==> src/rtl/cfg_host_pkg.sv <==
package cfg_host_pkg;

  localparam int CPU_BYTES  = 8;
  localparam int CPU_DW     = CPU_BYTES * 8;
  localparam int TAG_BYTES  = 4;
  localparam int TAG_W      = TAG_BYTES * 8;
  localparam int BUS_W      = 8;
  localparam int DEV_W      = 5;
  localparam int FUNC_W     = 3;
  localparam int REG_W      = 8;
  localparam int DEV_LO     = 11;
  localparam int DEV_HI     = TAG_W - 1;
  localparam int FUNC_LO    = 8;
  localparam int BUS_LO     = 16;

  typedef enum logic [1:0] {
    RD_ZERO  = 2'd0,
    RD_TAG   = 2'd1,
    RD_CFG   = 2'd2,
    RD_ABORT = 2'd3
  } rdSrc_e;

  typedef struct packed {
    logic   tagWr;
    logic   reqLoad;
    logic   rdLoad;
    rdSrc_e rdSrc;
  } ctlStrobes_t;

endpackage

==> src/rtl/cfg_host_dp.sv <==
module cfg_host_dp
  import cfg_host_pkg::*;
(
  input  logic                clk,
  input  logic                rstN,
  input  ctlStrobes_t         strb,
  input  logic                cpuWe,
  input  logic [CPU_BYTES-1:0] cpuBe,
  input  logic [CPU_DW-1:0]   cpuWdata,
  input  logic [CPU_DW-1:0]   cfgRdata,
  output logic [CPU_DW-1:0]   cpuRdata,
  output logic                cfgWrite,
  output logic [BUS_W-1:0]    cfgBus,
  output logic [DEV_W-1:0]    cfgDev,
  output logic [FUNC_W-1:0]   cfgFunc,
  output logic [REG_W-1:0]    cfgReg,
  output logic [CPU_BYTES-1:0] cfgBe,
  output logic [CPU_DW-1:0]   cfgWdata,
  output logic                errFlag
);

  logic [TAG_W-1:0]  tagReg;
  logic [TAG_W-1:0]  tagNext;
  logic [TAG_W-1:0]  tagClean;
  logic              binLayout;
  logic              tagIsZero;
  logic              devHit;
  logic [DEV_W-1:0]  devIdx;

  logic [BUS_W-1:0]  busReg;
  logic [DEV_W-1:0]  devReg;
  logic [FUNC_W-1:0] funcReg;
  logic [REG_W-1:0]  regReg;
  logic              errReg;

  logic [CPU_DW-1:0] rdReg;
  logic              wrReg;
  logic [CPU_BYTES-1:0] beReg;
  logic [CPU_DW-1:0] wdReg;

  // Byte-lane merge of the incoming tag onto the stored one
  for (genvar b = 0; b < TAG_BYTES; b++) begin : g_lane
    assign tagNext[8*b +: 8] = cpuBe[b] ? cpuWdata[8*b +: 8] : tagReg[8*b +: 8];
  end

  assign binLayout = tagNext[0];
  assign tagIsZero = (tagNext == '0);
  assign tagClean  = {tagNext[TAG_W-1:1], 1'b0};

  // Lowest set device-select bit wins: scan downward so the last hit is lowest
  always_comb begin
    devHit = 1'b0;
    devIdx = '0;
    for (int i = DEV_HI; i >= DEV_LO; i--) begin
      if (tagNext[i]) begin
        devHit = 1'b1;
        devIdx = DEV_W'(i);
      end
    end
  end

  always_ff @(posedge clk) begin
    if (!rstN) begin
      tagReg  <= '0;
      busReg  <= '0;
      devReg  <= '0;
      funcReg <= '0;
      regReg  <= '0;
      errReg  <= 1'b0;
    end else if (strb.tagWr) begin
      tagReg <= tagNext;
      if (!tagIsZero) begin
        if (binLayout) begin
          busReg  <= tagClean[BUS_LO +: BUS_W];
          devReg  <= tagClean[DEV_LO +: DEV_W];
          funcReg <= tagClean[FUNC_LO +: FUNC_W];
          regReg  <= tagClean[0 +: REG_W];
          errReg  <= 1'b0;
        end else if (devHit) begin
          busReg  <= '0;
          devReg  <= devIdx;
          funcReg <= tagNext[FUNC_LO +: FUNC_W];
          regReg  <= tagNext[0 +: REG_W];
          errReg  <= 1'b0;
        end else begin
          errReg  <= 1'b1;
        end
      end
    end
  end

  // Request payload captured when the control launches a request
  always_ff @(posedge clk) begin
    if (!rstN) begin
      wrReg <= 1'b0;
      beReg <= '0;
      wdReg <= '0;
    end else if (strb.reqLoad) begin
      wrReg <= cpuWe;
      beReg <= cpuBe;
      wdReg <= cpuWdata;
    end
  end

  // Response data register
  always_ff @(posedge clk) begin
    if (!rstN) begin
      rdReg <= '0;
    end else if (strb.rdLoad) begin
      unique case (strb.rdSrc)
        RD_ZERO:  rdReg <= '0;
        RD_TAG:   rdReg <= {{(CPU_DW-TAG_W){1'b0}}, tagReg};
        RD_CFG:   rdReg <= cfgRdata;
        RD_ABORT: rdReg <= '1;
        default:  rdReg <= '0;
      endcase
    end
  end

  assign cpuRdata = rdReg;
  assign cfgWrite = wrReg;
  assign cfgBus   = busReg;
  assign cfgDev   = devReg;
  assign cfgFunc  = funcReg;
  assign cfgReg   = regReg;
  assign cfgBe    = beReg;
  assign cfgWdata = wdReg;
  assign errFlag  = errReg;

  AST_ZERO_KEEPS_TUPLE: assert property (@(posedge clk) disable iff (!rstN)
    (strb.tagWr && tagIsZero) |=> ($stable(busReg) && $stable(devReg) &&
      $stable(funcReg) && $stable(regReg) && $stable(errReg)));

  AST_ONEHOT_BUS_ZERO: assert property (@(posedge clk) disable iff (!rstN)
    (strb.tagWr && !tagNext[0] && (|tagNext[DEV_HI:DEV_LO])) |=> (cfgBus == '0));

  AST_BIN_REG_EVEN: assert property (@(posedge clk) disable iff (!rstN)
    (strb.tagWr && tagNext[0]) |=> (cfgReg[0] == 1'b0 && !errFlag));

  AST_ERR_NEEDS_TAG_WRITE: assert property (@(posedge clk) disable iff (!rstN)
    $rose(errFlag) |-> $past(strb.tagWr));

endmodule

==> src/rtl/cfg_host_ctrl.sv <==
module cfg_host_ctrl
  import cfg_host_pkg::*;
#(
  parameter int          ADDR_W        = 24,
  parameter logic [ADDR_W-1:0] TAG_PORT_OFF  = 24'h800000,
  parameter logic [ADDR_W-1:0] DATA_PORT_OFF = 24'hC00000
) (
  input  logic              clk,
  input  logic              rstN,
  input  logic              cpuValid,
  input  logic [ADDR_W-1:0] cpuAddr,
  input  logic              cpuWe,
  input  logic              cfgAck,
  input  logic              errFlag,
  output logic              cpuReady,
  output logic              cfgReq,
  output ctlStrobes_t       strb
);

  localparam int TAG_LSB  = $clog2(TAG_BYTES);
  localparam int DATA_LSB = $clog2(CPU_BYTES);

  typedef enum logic [1:0] {
    ST_IDLE = 2'd0,
    ST_WAIT = 2'd1,
    ST_RESP = 2'd2
  } state_e;

  state_e state;
  state_e stateNext;
  logic   hitTag;
  logic   hitData;

  assign hitTag  = (cpuAddr[ADDR_W-1:TAG_LSB]  == TAG_PORT_OFF[ADDR_W-1:TAG_LSB])
                 && (cpuAddr[TAG_LSB-1:0] == '0);
  assign hitData = (cpuAddr[ADDR_W-1:DATA_LSB] == DATA_PORT_OFF[ADDR_W-1:DATA_LSB])
                 && (cpuAddr[DATA_LSB-1:0] == '0);

  always_comb begin
    stateNext    = state;
    strb.tagWr   = 1'b0;
    strb.reqLoad = 1'b0;
    strb.rdLoad  = 1'b0;
    strb.rdSrc   = RD_ZERO;
    unique case (state)
      ST_IDLE: begin
        if (cpuValid) begin
          if (hitTag) begin
            strb.tagWr  = cpuWe;
            strb.rdLoad = 1'b1;
            strb.rdSrc  = cpuWe ? RD_ZERO : RD_TAG;
            stateNext   = ST_RESP;
          end else if (hitData && !errFlag) begin
            strb.reqLoad = 1'b1;
            stateNext    = ST_WAIT;
          end else if (hitData) begin
            strb.rdLoad = 1'b1;
            strb.rdSrc  = cpuWe ? RD_ZERO : RD_ABORT;
            stateNext   = ST_RESP;
          end else begin
            strb.rdLoad = 1'b1;
            strb.rdSrc  = RD_ZERO;
            stateNext   = ST_RESP;
          end
        end
      end
      ST_WAIT: begin
        if (cfgAck) begin
          strb.rdLoad = 1'b1;
          strb.rdSrc  = cpuWe ? RD_ZERO : RD_CFG;
          stateNext   = ST_RESP;
        end
      end
      ST_RESP: stateNext = ST_IDLE;
      default: stateNext = ST_IDLE;
    endcase
  end

  always_ff @(posedge clk) begin
    if (!rstN) state <= ST_IDLE;
    else       state <= stateNext;
  end

  assign cfgReq   = (state == ST_WAIT);
  assign cpuReady = (state == ST_RESP);

  AST_REQ_HOLD: assert property (@(posedge clk) disable iff (!rstN)
    (cfgReq && !cfgAck) |=> cfgReq);

  AST_REQ_ONCE: assert property (@(posedge clk) disable iff (!rstN)
    (cfgReq && cfgAck) |=> !cfgReq);

  AST_NO_REQ_ON_ERR: assert property (@(posedge clk) disable iff (!rstN)
    cfgReq |-> !errFlag);

  AST_READY_AFTER_ACK: assert property (@(posedge clk) disable iff (!rstN)
    (cfgReq && cfgAck) |=> cpuReady);

  AST_READY_PULSE: assert property (@(posedge clk) disable iff (!rstN)
    cpuReady |=> !cpuReady);

  AST_NO_READY_IN_REQ: assert property (@(posedge clk) disable iff (!rstN)
    cfgReq |-> !cpuReady);

endmodule

==> src/rtl/cfg_host_port.sv <==
module cfg_host_port
  import cfg_host_pkg::*;
#(
  parameter int          ADDR_W        = 24,
  parameter logic [ADDR_W-1:0] TAG_PORT_OFF  = 24'h800000,
  parameter logic [ADDR_W-1:0] DATA_PORT_OFF = 24'hC00000
) (
  input  logic                 clk,
  input  logic                 rstN,
  input  logic                 cpuValid,
  input  logic [ADDR_W-1:0]    cpuAddr,
  input  logic                 cpuWe,
  input  logic [CPU_BYTES-1:0] cpuBe,
  input  logic [CPU_DW-1:0]    cpuWdata,
  output logic [CPU_DW-1:0]    cpuRdata,
  output logic                 cpuReady,
  output logic                 cfgReq,
  output logic                 cfgWrite,
  output logic [BUS_W-1:0]     cfgBus,
  output logic [DEV_W-1:0]     cfgDev,
  output logic [FUNC_W-1:0]    cfgFunc,
  output logic [REG_W-1:0]     cfgReg,
  output logic [CPU_BYTES-1:0] cfgBe,
  output logic [CPU_DW-1:0]    cfgWdata,
  input  logic                 cfgAck,
  input  logic [CPU_DW-1:0]    cfgRdata,
  output logic                 errFlag
);

  ctlStrobes_t strb;

  cfg_host_ctrl #(
    .ADDR_W        (ADDR_W),
    .TAG_PORT_OFF  (TAG_PORT_OFF),
    .DATA_PORT_OFF (DATA_PORT_OFF)
  ) u_ctrl (
    .clk      (clk),
    .rstN     (rstN),
    .cpuValid (cpuValid),
    .cpuAddr  (cpuAddr),
    .cpuWe    (cpuWe),
    .cfgAck   (cfgAck),
    .errFlag  (errFlag),
    .cpuReady (cpuReady),
    .cfgReq   (cfgReq),
    .strb     (strb)
  );

  cfg_host_dp u_dp (
    .clk      (clk),
    .rstN     (rstN),
    .strb     (strb),
    .cpuWe    (cpuWe),
    .cpuBe    (cpuBe),
    .cpuWdata (cpuWdata),
    .cfgRdata (cfgRdata),
    .cpuRdata (cpuRdata),
    .cfgWrite (cfgWrite),
    .cfgBus   (cfgBus),
    .cfgDev   (cfgDev),
    .cfgFunc  (cfgFunc),
    .cfgReg   (cfgReg),
    .cfgBe    (cfgBe),
    .cfgWdata (cfgWdata),
    .errFlag  (errFlag)
  );

endmodule

==> config.mk <==
export PLATFORM = sky130hd
export DESIGN_NAME = cfg_host_port
export DESIGN_NICKNAME = d
export VERILOG_FILES = /design/src/rtl/cfg_host_pkg.sv /design/src/rtl/cfg_host_dp.sv /design/src/rtl/cfg_host_ctrl.sv /design/src/rtl/cfg_host_port.sv
export SDC_FILE = /design/constraint.sdc
export NUM_CORES = 1
export LEC_CHECK = 0
export ABC_AREA = 0
export BUFFER_PORTS_ARGS = -buffer_cell sky130_fd_sc_hd__buf_2
export CAP_MARGIN = 20
export CORE_MARGIN = 3
export CORE_UTILIZATION = 30
export DETAILED_ROUTE_END_ITERATION = 10
export RECOVER_POWER = 50
export SLEW_MARGIN = 20
export SYNTH_ARGS = -nofsm -noshare
export SYNTH_HDL_FRONTEND = slang
export SYNTH_SLANG_ARGS = --single-unit
==> constraint.sdc <==
create_clock -name clk -period 2.7 [get_ports clk]
set_input_delay 0.675 -clock clk [delete_from_list [all_inputs] [get_ports clk]]
set_output_delay 0.675 -clock clk [all_outputs]
set_load 0.01 [all_outputs]
# Yosys cells after proc, flatten, opt, wreduce, memory -nomap -nowiden
# Cells that the tools add are included.
# classes
multipliers	0
shift	0
bitwise	1
muxes	75
addsub	0
eq_ne	9
n_reduce_logical	13
div	0
order_cmp	0
# op_table
operator	n
64-bit one-hot mux with 4 select lines	1
5-bit 2-to-1 mux	24
8-bit 2-to-1 mux	8
32-bit logical NOT	1
1-bit 2-to-1 mux	27
22-bit == test, second input constant	1
21-bit == test, second input constant	1
2-bit 2-to-1 mux	8
3-bit 2-to-1 mux	5
2-bit == test, second input constant	3
2-bit logical NOT	3
3-bit one-hot mux with 2 select lines	1
2-bit by 1-bit == test with 1-bit output, second input constant	2
2-bit one-hot mux with 2 select lines	1
2-bit AND reduction	2
1-bit logical AND	3
3-bit logical NOT	1
3-bit AND reduction	1
2-bit by 1-bit inequality test with 1-bit output, second input constant	1
2-bit inequality test, second input constant	1
2-bit nonzero test	1
1-bit logical NOT	1
1-bit inverter	1
# totals
latch_bits	0
ram_bits	0
out_inout_bits	164
rom_bits	0
in_bits	165
wordCells	109
mem_count	0
ff_bits	196

# Longest topological paths before layout
# logic_depth
depth_word	24
ltp_mapped	8
depth_no_buf	6

# Hierarchy
# A second synthesis with hierarchy kept.
# unflattened
hier_cells	982
hier_area_um2	8868.5
# modules_own_cells
mod	area_per_inst_um2	cells_each	instances	seq_area_each_um2
cfg_host_dp	8622.0	951	1	3863.7
cfg_host_ctrl	246.5	31	1	40.0

# Worst setup path before layout
# Ideal clock, no wire load.
# synth_path
path_type	input to register
from	in cpuAddr[0]
to	reg u_dp.beReg[7], in the netlist u_dp.cfgBe[7]
n_path_buf	2
path_stages	7
setup_ns	0.132
slack_ns	0.245
t_required_ns	2.568
arrival_time_ns	2.322
path_cell_list	nor4_2 > nand4_4 > or4_1 > clkbuf_1 > clkbuf_1 > nand2_1 > a21oi_1
# synth_between
elab_chain_cells	7
word_cells_on_any_way	9
classes_between	mux (4); reduce/logical (5)
# synth_rtl
item	line_no	source
start, declared	cfg_host_port.sv:11	input logic [ADDR_W-1:0] cpuAddr,
3-bit logical NOT	cfg_host_ctrl.sv:37	&& (cpuAddr[DATA_LSB-1:0] == '0);
1-bit logical AND	cfg_host_ctrl.sv:37	
1-bit logical AND	cfg_host_ctrl.sv:53	end else if (hitData && !errFlag) begin
1-bit 2-to-1 mux	cfg_host_ctrl.sv:53	
1-bit 2-to-1 mux (*)	cfg_host_ctrl.sv:48	if (hitTag) begin
5-bit 2-to-1 mux (*)	cfg_host_ctrl.sv:47	if (cpuValid) begin
2-bit 2-to-1 mux (*)	cfg_host_ctrl.sv:45	unique case (state)
end signal, assigned	cfg_host_dp.sv:100	beReg <= cpuBe;
end, declared	cfg_host_dp.sv:38	logic [CPU_BYTES-1:0] beReg;
# Mark *: on every way between the ends. The rest lies on a longest branch, timed or not.
# A chain may end at the register's enable or synchronous reset.

# Worst setup path in the final report
# layout_path
from	in cpuAddr[7]
to	reg u_dp.wdReg[36], in the netlist u_dp.cfgWdata[36]
# layout_between
elab_chain_cells	7
word_cells_on_any_way	9
classes_between	eq/ne (2); mux (4); reduce/logical (3)
# layout_rtl
item	line_no	source
21-bit == test	cfg_host_ctrl.sv:36	assign hitData = (cpuAddr[ADDR_W-1:DATA_LSB] == DATA_PORT_OFF[ADDR_W-1:DATA_LSB])
1-bit logical AND	cfg_host_ctrl.sv:37	
1-bit logical AND	cfg_host_ctrl.sv:53	
1-bit 2-to-1 mux	cfg_host_ctrl.sv:53	
1-bit 2-to-1 mux (*)	cfg_host_ctrl.sv:48	
5-bit 2-to-1 mux (*)	cfg_host_ctrl.sv:47	
2-bit 2-to-1 mux (*)	cfg_host_ctrl.sv:45	
end signal, assigned	cfg_host_dp.sv:101	wdReg <= cpuWdata;
end, declared	cfg_host_dp.sv:39	logic [CPU_DW-1:0] wdReg;
# Marked as above.

==> results by group <==
Global route
  – Total Routing Usage GR: 19.1%
  – Vias in the first global route: 7840
  – Initial antenna violation count: 2
  – Largest net degree at the start of global routing: 134
  – Grt ovf: 0
  – First-pass GRT wire length: 44100 µm

Floorplan
  – Die Span X: 171 µm
  – Die area: 29100 µm²
  – Core footprint: 26400 µm²
  – Initial core utilization: 30.9%
  – # rows: 59
  – Die Height: 171 µm
  – Io pins: 329

Yosys
  – FFs w/ async S/R, synth: 0%
  – Post-Synth Simple-Gate Area: 21.7%
  – Ys flop type: dfxtp_1
  – Post-synth EDFFs: 0
  – Post-synthesis mux area share: 3.26%
  – Sequential area share after synthesis: 48.0%
  – Seq cells post-synth: 195
  – Synth Area in XOR/XNOR: 0%
  – Syn Area/Cell: 8.10 µm²
  – Warnings, synthesis: 0
  – Post-synth cell types: 56
  – Area share of fa/ha/maj cells after synthesis: 0%
  – Mapped Area: 8140 µm²
  – Main combinational cell family by area after synthesis: compound AO/OA/AOI/OAI gates
  – Compound-gate portion of the synthesized area: 21.9%
  – Synth Instances: 1005
  – Syn Nets: 1170
  – Area leader, netlist: dfxtp_1
  – Post-synth top area share: 48.0%
  – Main area contributors after synthesis: dfxtp_1 (48%), nand2_1 (12%), a21oi_1 (8.9%)

Timing
  – Setup violators final: 0
  – Peak Freq: 0.406 GHz
  – Post-route setup slack: 0.236 ns
  – Fin Setup TNS: 0 ns
  – Worst-margin pin slew: 0.731 ns
  – Hold Violations, Final: 0
  – RSZ-0062 raised after global routing: false
  – Slew Limit Fails: 0
  – Final worst-path cycle share: 91.3%
  – Final min period: 2.46 ns
  – Clock skew: 0.0367 ns
  – Slew HR: 51.1%

Pwr
  – Part of the power in registers: 50.1%
  – Clock power frac: 42.9%
  – Cell Pwr Density: 535 nW/µm²
  – Sw frac: 25.3%
  – Worst vdd ir: 0.336 mV
  – Final total power: 5.74 mW
  – P_leak: 3.85 nW
  – Pint: 4.28 mW
  – Gate power share: 7.0%
  – Psw: 1.45 mW

Layout
  – Layout cells sized above 1: 19.6%
  – Most common cell after layout, fill and taps aside: nand2_1
  – Area of the multi-input gates: 3840 µm²
  – Layout overhead on the synthesized area: 31.6%
  – Final Core Density: 40.6%
  – Number of nets in the layout: 1487
  – Final Instance Area: 10700 µm²
  – Sequential cell area: 3900 µm²
  – Most frequent cells in the layout: nand2_1 (265), dfxtp_1 (195), clkbuf_1 (165)
  – Total of fill cells in the finished design: 2853
  – Ant. Diodes: 0

Detailed routing
  – DRT iter0 DRCs: 675
  – Via count: 8258
  – Routed wire per std cell: 17.4 µm
  – # DRC: 0
  – Via density: 4.94
  – WL final: 29100 µm
  – Antenna violation net count after detailed routing: 0
  – Router iterations before antenna repair: 5

CTS
  – Clk slew on worst S/H paths: 0.07 ns
  – Clk Tree Root Cell: clkbuf_16
  – Clock Sinks: 195
  – CTS H-Tree Depth: 4
  – TritonCTS clock tree: built
  – Worst-Skew Late Latency: 0.45 ns
  – Clk buf depth: 2
  – Post-CTS Setup Bufs: 0
  – Post_cts resized: 0
  – CTS buffer count: 17
  – CTS Hold Bufs: 0

Place
  – Pre-CTS setup slack: 0.00392 ns
  – Number of I/O port buffers: 327
  – GPL Wtd Cong: 0.805
  – Final HPWL DP: 21500 µm
  – DP Area: 10400 µm²

Worst setup path
  – CP required: 2.99 ns
  – Critical path peak fanout: 74
  – Critical Path End Type: flip-flop
  – Worst Setup Start Kind: input port
  – Critical Path AT: 2.75 ns
  – Crit Path Category: in2reg

Worst hold path
  – Class of the worst hold path: reg2reg

Job
  – Max-cap viol count: 0

Run status
  – Status: complete, no violations
==> state kept, by name (all words and copies together), names as in the netlist <==
| signal | count |
|---|---|
| u_dp.tagReg | 32 |
| u_dp.cpuRdata | 64 |
| u_dp.cfgDev | 5 |
| u_dp.errFlag | 1 |
| u_dp.cfgReg | 7 |
| u_dp.cfgFunc | 3 |
| u_dp.cfgBus | 8 |
| u_dp.cfgWrite | 1 |
| u_dp.cfgWdata | 64 |
| u_ctrl.state | 2 |
| u_dp.cfgBe | 8 |
==> metal layers <==
layer  vias up  track usage [%]  share of wire (%)
met5         -                0              0.041
met2       266             31.5                 47
met3        18             4.64                6.3
met4         2             4.02                1.0
met1      3835             25.6                 45
li1       4137                -                  -
==> path summary, 6_finish.rpt <==
path	start	end	slack, ns	cells after the start
max reg2reg	u_ctrl.state[1]	u_dp.cpuRdata[2]	0.45	7
min reg2reg	u_dp.cfgBe[3]	u_dp.cfgBe[3]	0.45	2
max	cpuAddr[7]	u_dp.cfgWdata[36]	0.24	7
min	u_dp.cfgBe[3]	u_dp.cfgBe[3]	0.45	2
==> cells by family after synthesis <==
group           count (synthesis)
simple gates                  394
compound gates                298
flops                         195
buf+inv                        91
mux                            26
other cells                     1
==> cell usage after synthesis (all sizes together) (6+ instances only) <==
cell    instances
nor2           34
dfxtp         195
o21ai          49
nand3          32
clkbuf         53
mux2i          22
nor3           16
nand2         265
nand2b          6
o22a           10
a22oi          23
a21oi         145
inv            14
a31oi          25
buf            24
a22o           10
nor2b           9
a211oi         12
nor4            8
nor3b           7
==> through the flow <==
step | hold slack, ns | instances
final | 0.449 | 1670
after global placement | 0.435 | 1638
after floorplan | 0.442 | 1005
after CTS | 0.450 | 1670
after detailed placement | 0.440 | 1638
after global routing | 0.459 | 1670
==> power groups by stage <==
stage	combinational (mW)	sequential [mW]	clock, mW
finish	0.400	2.87	2.46
global route	0.436	2.87	2.66
CTS	0.402	2.87	2.54
detailed placement	0.400	2.94	0
global placement	0.399	2.94	0
floorplan	0.172	2.94	0
==> cell type report <==
| class | instances | share of cell area, % |
|---|---|---|
| clock buffers | 19 | 4.13 |
| repair buffers | 375 | 18.0 |
| clock inverters | 13 | 1.12 |
| flip-flops and latches | 195 | 36.4 |
| multi-input cells | 719 | 35.8 |
| inverters | 14 | 0.537 |
| well taps | 335 | 3.91 |
==> critical path, stage by stage <==
cell and delay [ns]:
buf_2 0.10, nor4_1 0.51, nand4_4 0.23, or4_2 0.67, buf_6 0.26, nand2_1 0.16
a21oi_1 0.07
Power figures use the tool's default switching activity.
